File: config.mk
export PLATFORM = sky130hd
export DESIGN_NAME = fill_responder
export DESIGN_NICKNAME = d
export VERILOG_FILES = /design/src/rtl/fill_pkg.sv /design/src/rtl/fill_region_map.sv /design/src/rtl/fill_wait_timer.sv /design/src/rtl/fill_lane_packer.sv /design/src/rtl/fill_responder.sv
export SDC_FILE = /design/constraint.sdc
export NUM_CORES = 1
export LEC_CHECK = 0
export CORE_ASPECT_RATIO = 0.7
export CORE_UTILIZATION = 43
export DETAILED_ROUTE_END_ITERATION = 16
export GPL_TIMING_DRIVEN = 0
export PLACE_DENSITY = 0.89
export SLEW_MARGIN = 15
export SYNTH_ARGS = -nofsm -noshare
export SYNTH_HDL_FRONTEND = slang
export SYNTH_SLANG_ARGS = --single-unit
File: constraint.sdc
create_clock -name clk -period 2.1 [get_ports clk]
set_input_delay 0.315 -clock clk [delete_from_list [all_inputs] [get_ports clk]]
set_output_delay 0.315 -clock clk [all_outputs]
set_load 0.02 [all_outputs]
File: src/rtl/fill_pkg.sv
package fill_pkg;

  typedef enum logic [1:0] {
    ST_IDLE = 2'd0,
    ST_WAIT = 2'd1,
    ST_TERM = 2'd2
  } fill_state_t;

  localparam logic [1:0] ACK_NONE = 2'b11;

  // Pattern byte held at a byte address.
  function automatic logic [7:0] pattern_byte(input logic [31:0] a);
    return (a[7:0] ^ a[15:8]) + 8'h3C;
  endfunction

  // Size acknowledge code for a port width.
  function automatic logic [1:0] port_code(input int unsigned width);
    if (width == 32) return 2'b00;
    else if (width == 16) return 2'b01;
    else return 2'b10;
  endfunction

endpackage

File: src/rtl/fill_region_map.sv
module fill_region_map #(
  parameter logic [3:0]  INHIBIT_MAP = 4'b0100,
  parameter logic [31:0] FAULT_BASE  = 32'h0BAD_0000,
  parameter logic [31:0] FAULT_MASK  = 32'hFFFF_F000
) (
  input  logic [31:0] addr,
  output logic        region_inhibit,
  output logic        region_fault
);
  logic [1:0] region_idx;

  assign region_idx     = addr[31:30];
  assign region_inhibit = INHIBIT_MAP[region_idx];
  assign region_fault   = ((addr & FAULT_MASK) == FAULT_BASE);
endmodule

File: src/rtl/fill_wait_timer.sv
module fill_wait_timer
  import fill_pkg::*;
#(
  parameter int unsigned WAIT_CYC = 2
) (
  input  logic clk,
  input  logic rst_n,
  input  logic start,
  output logic accept,
  output logic term
);
  localparam int unsigned CW = (WAIT_CYC < 1) ? 1 : $clog2(WAIT_CYC + 1);
  localparam logic [CW-1:0] LAST = CW'(WAIT_CYC);

  fill_state_t   state;
  logic [CW-1:0] cnt;
  logic          wait_done;

  assign accept    = (state == ST_IDLE) && start;
  assign wait_done = (cnt == LAST);
  assign term      = (state == ST_TERM);

  always_ff @(posedge clk) begin
    if (!rst_n) begin
      state <= ST_IDLE;
      cnt   <= '0;
    end else begin
      case (state)
        ST_IDLE: if (start) begin
          state <= ST_WAIT;
          cnt   <= '0;
        end
        ST_WAIT: begin
          if (wait_done) state <= ST_TERM;
          else           cnt   <= cnt + 1'b1;
        end
        default: state <= ST_IDLE;
      endcase
    end
  end


  term_pulse_chk: assert property (@(posedge clk) disable iff (!rst_n)
    term |=> !term);


  wait_from_accept_chk: assert property (@(posedge clk) disable iff (!rst_n)
    accept |=> (state == ST_WAIT) && (cnt == '0));
endmodule

File: src/rtl/fill_lane_packer.sv
module fill_lane_packer
  import fill_pkg::*;
#(
  parameter int unsigned PORT_W = 32
) (
  input  logic [31:0] addr,
  output logic [31:0] word
);
  localparam int unsigned NBYTES = PORT_W / 8;

  generate
    if (PORT_W == 32) begin : g_long
      logic [31:0] base;
      assign base = {addr[31:2], 2'b00};
      for (genvar i = 0; i < NBYTES; i++) begin : g_lane
        assign word[31-8*i -: 8] = pattern_byte(base + 32'(i));
      end
    end else if (PORT_W == 16) begin : g_word
      logic [31:0] base;
      assign base = {addr[31:1], 1'b0};
      for (genvar i = 0; i < NBYTES; i++) begin : g_lane
        assign word[31-8*i -: 8] = pattern_byte(base + 32'(i));
      end
      assign word[15:0] = '0;
    end else begin : g_byte
      assign word[31:24] = pattern_byte(addr);
      assign word[23:0]  = '0;
    end
  endgenerate
endmodule

File: src/rtl/fill_responder.sv
module fill_responder
  import fill_pkg::*;
#(
  parameter int unsigned PORT_W      = 32,
  parameter int unsigned WAIT_CYC    = 2,
  parameter logic [3:0]  INHIBIT_MAP = 4'b0100,
  parameter logic [31:0] FAULT_BASE  = 32'h0BAD_0000,
  parameter logic [31:0] FAULT_MASK  = 32'hFFFF_F000
) (
  input  logic        clk,
  input  logic        rst_n,
  input  logic        rd_req,
  input  logic [31:0] addr,
  input  logic [1:0]  size_code,
  output logic [31:0] rdata,
  output logic        ack_vld,
  output logic [1:0]  ack_size,
  output logic        cinh,
  output logic        berr
);
  localparam logic [1:0] MY_CODE = port_code(PORT_W);

  logic        accept, term;
  logic [31:0] addr_q;
  logic        rgn_inh, rgn_flt;
  logic [31:0] packed_word;
  logic        unused_size;

  assign unused_size = ^size_code;

  fill_wait_timer #(.WAIT_CYC(WAIT_CYC)) u_timer (
    .clk(clk), .rst_n(rst_n), .start(rd_req), .accept(accept), .term(term)
  );

  always_ff @(posedge clk) begin
    if (!rst_n)      addr_q <= '0;
    else if (accept) addr_q <= addr;
  end

  fill_region_map #(
    .INHIBIT_MAP(INHIBIT_MAP), .FAULT_BASE(FAULT_BASE), .FAULT_MASK(FAULT_MASK)
  ) u_map (
    .addr(addr_q), .region_inhibit(rgn_inh), .region_fault(rgn_flt)
  );

  fill_lane_packer #(.PORT_W(PORT_W)) u_pack (
    .addr(addr_q), .word(packed_word)
  );

  assign ack_vld  = term && !rgn_flt;
  assign berr     = term && rgn_flt;
  assign cinh     = term && (rgn_inh || rgn_flt);
  assign rdata    = ack_vld ? packed_word : '0;
  assign ack_size = ack_vld ? MY_CODE : ACK_NONE;


  ack_berr_excl_chk: assert property (@(posedge clk) disable iff (!rst_n)
    !(ack_vld && berr));


  berr_inhibit_chk: assert property (@(posedge clk) disable iff (!rst_n)
    berr |-> cinh && (rdata == '0));


  cinh_in_term_chk: assert property (@(posedge clk) disable iff (!rst_n)
    cinh |-> (ack_vld || berr));


  ack_code_chk: assert property (@(posedge clk) disable iff (!rst_n)
    ack_vld |-> (ack_size != ACK_NONE));


  idle_quiet_chk: assert property (@(posedge clk) disable iff (!rst_n)
    !(ack_vld || berr) |-> (ack_size == ACK_NONE) && (rdata == '0) && !cinh);


  addr_hold_chk: assert property (@(posedge clk) disable iff (!rst_n)
    (!accept && $past(rst_n)) |=> $stable(addr_q));
endmodule

==> impl_metrics.csv <==
group,metric,value,unit
sta,tns,-1390,ps
yosys,synth-edff-count,0,
finish,post-route-util,74.0,%
setup_path,crit_path_frequent_cell,"buf_4",
global_route,antenna_found_initial,0,
global_route,top_usage_layer,"met2",
detailed_routing,drtPass1Iterations,4,
setup_path,crit_family,"buffers and inverters",
die,core-area,0.00397,mm^2
setup_path,slowest_delay,410,ps
sta,final.period_utilization,104,%
setup_path,reg2reg_from,"u_timer.state[0]",
yosys,ys_ff_latch,34,
finish,stdcell_area,0.00294,mm^2
setup_path,crit_fanout,5,
detailed_routing,drt_iter0_drc,85,
power,power.total,1.51,mW
global_route,grt_max_degree,11,
detailed_routing,drc,0,
cts,clk_pin_slew,70,ps
sta,max_freq,457,MHz
global_route,grt_pass1_wl,7990,um
die,die_h,56.3,um
cts,cts_root_buffer,"clkbuf_8",
yosys,synth_area_per_cell,8.45,um^2
setup_path,worstSetupPathType,"flip-flop to primary output",
die,num_rows,19,
sta,setup_viol,21,
yosys,synth_warnings,0,
setup_path,required,1780,ps
finish,multi_input_comb_area,0.00104,mm^2
finish,fillers,284,
sta,fin_crit,2190,ps
cts,cts.sinks,34,
yosys,yosysSeqAreaShare,37.6,%
die,start_util,45.5,%
placed_design,pre_cts_slack,-215,ps
detailed_routing,vias,1737,
power,max-vdd-ir-drop,447,uV
sta,whs,467,ps
yosys,synth_top_area_share,37.6,%
detailed_routing,antenna_left,0,
setup_path,crit_buf_inv,4,
power,power_density,515,mW/mm^2
die,fp.dieArea,0.00447,mm^2
global_route,grt_use_total,23.3,%
finish,layout.cells.non_filler,352,
placed_design,portBuffers,69,
sta,slew_headroom,74.4,%
power,p_leak,1.26,nW
global_route,grt_pass1_vias,1686,
cts,cts_hold_buf,0,
setup_path,critPathSlowestCell,"dfxtp_1",
cts,cts_tree,"done",
setup_path,reg2reg_depth,5,
setup_path,cp.arrival,1870,ps
status,status,"finished with violations",
yosys,postSynthCellCount,214,
hold_path,hold_class,"flip-flop to flip-flop",
placed_design,finalWeightedCongestion,0.859,
status,failed_checks,"setup timing",
hold_path,min_path_cells,2,
sta,finClkSkew,5.65,ps
sta,slew_viol_final,0,
yosys,ys_types,36,
cts,htree_num_levels,2,
global_route,use_met2,39.7,%
setup_path,cp-end-kind,"primary output",
setup_path,crit_path_cell_trace,"nor4b_4 -> nand2_2 -> buf_4 -> o21ai_4 -> buf_12 -> nor2_2 -> buf_4 -> buf_6",
yosys,async_reset_ff_share,0,%
detailed_routing,routed_wl,5270,um
setup_path,r2r_slack,790,ps
yosys,synth.most_common_cell,"nand2_1",
yosys,synth_common_cells,"nand2_1 (63), dfxtp_1 (34), a21boi_0 (30)",
hold_path,whs_endpoint,"addr_q[17]",
placed_design,dp_hpwl,3160,um
cts,cts_buffer_depth,2,
setup_path,critical_path.startpoint_type,"flip-flop",
global_route,met3_usage,5.53,%
detailed_routing,vias_per_cell,4.93,
finish,seqCellArea,687,um^2
die,io_pins,74,
finish,diodes,0,
finish,layout-drive-gt1-share,37.0,%
cts,cts-buffers-inserted,5,
global_route,grt_use_met1,30.2,%
detailed_routing,routedWlPerCell,15.0,um
placed_design,placed_area,0.00256,mm^2
yosys,synthTopCellsByArea,"dfxtp_1 (38%), nand2_1 (13%), a21boi_0 (12%)",
yosys,synth_largest_area_cell,"dfxtp_1",
yosys,synth-main-ff-cell,"dfxtp_1",
finish,nets,337,
finish,synthToLayoutAreaGrowth,62.5,%
setup_path,reg2reg_to,"addr_q[29]",
die,fp.dieW,79.5,um
cts,clock_latency,280,ps
hold_path,hp-start,"addr_q[17]",
sta,rsz0062_at_grt,"yes",
sta,hold_viol,0,
sta,tightest_slew,384,ps
yosys,syn-num-nets,252,
yosys,syn_area,0.00181,mm^2
sta,fin_ws,-86.9,ps
placed_design,dp.cells,335,
flow_run,drv_cap,0,
global_route,gr-total-overflow,0,
-- final cells by class --
type | instances | share of cell area [%]
well taps | 52 | 2.21
clock buffers | 7 | 2.94
clock inverters | 1 | 0.170
repair buffers | 77 | 26.6
flip-flops and latches | 34 | 23.4
multi-input cells | 145 | 35.5
plain buffers | 32 | 8.69
inverters | 4 | 0.511
-- timing repair --
| item | 4_1_cts | 5_1_grt |
|---|---|---|
| gates resized for setup | 199 | 43 |
| buffers inserted | 7 | 2 |
| gates cloned | 1 | 0 |
| pin swaps | 8 | 9 |
| setup endpoints to repair | 37 | 35 |
-- how the worst max path moves through the flow --
stage,start,end,slack [ps],cells after the start
floorplan,addr_q[13],rdata[14],210,5
global placement,addr_q[12],rdata[26],-190,6
detailed placement,addr_q[12],rdata[13],-210,6
CTS,addr_q[30],rdata[15],-80,7
global route,addr_q[12],rdata[14],-170,8
finish,addr_q[12],rdata[14],-90,8
-- registers in the layout, indices dropped and copies added, names as in the netlist --
name and count:
addr_q 30, u_timer.cnt 2, u_timer.state 2
-- cell families (layout without fill, tap and decap cells) --
family	after synthesis	after routing	share of synthesized area, %
AO/OA/AOI/OAI	39	40	17.5
XOR/XNOR	10	10	5.67
adder cells (fa/ha/maj)	1	1	0.692
buffers and inverters	36	121	12.7
flip-flops	34	34	37.6
multiplexers	1	1	0.554
AND/OR/NAND/NOR	93	93	25.3
-- report_power, final --
part / internal [mW] / leakage [nW] / switching, mW
Clock: 0.265 / 0.0482 / 0.232
Sequential: 0.684 / 0.281 / 0.0407
Combinational: 0.151 / 0.931 / 0.141
Total: 1.10 / 1.26 / 0.414
-- tightest hold or removal path: stages, from the launching register on --
cell	delay [ps]
dfxtp_1	310
nand2_1	50
a21boi_0	60
-- per-layer routing --
| metal | up-vias | wire, um | part of all wire (%) |
|---|---|---|---|
| met1 | 826 | 2200 | 42 |
| met3 | 2 | 356 | 6.8 |
| met4 | 0 | 7 | 0.13 |
| met5 | - | 0 | 0 |
| li1 | 848 | - | - |
| met2 | 61 | 2710 | 51 |
-- cell usage in the layout, fill, tap and decap left out, drive strengths merged, types with 2 or more instances in the layout --
cell	synthesis	routed
buf	29	69
nand2b	2	2
inv	4	4
xnor2	3	3
clkbuf	3	12
dfxtp	34	34
nor4b	3	3
a21boi	30	30
and3	2	2
a22oi	2	2
nor2	11	11
o21ai	2	3
nor2b	2	2
and4b	2	2
clkdlybuf4s50	0	32
nand2	63	63
xor2	7	7
dlygate4sd2	0	2
No activity file was read; power rests on OpenSTA's default activity.
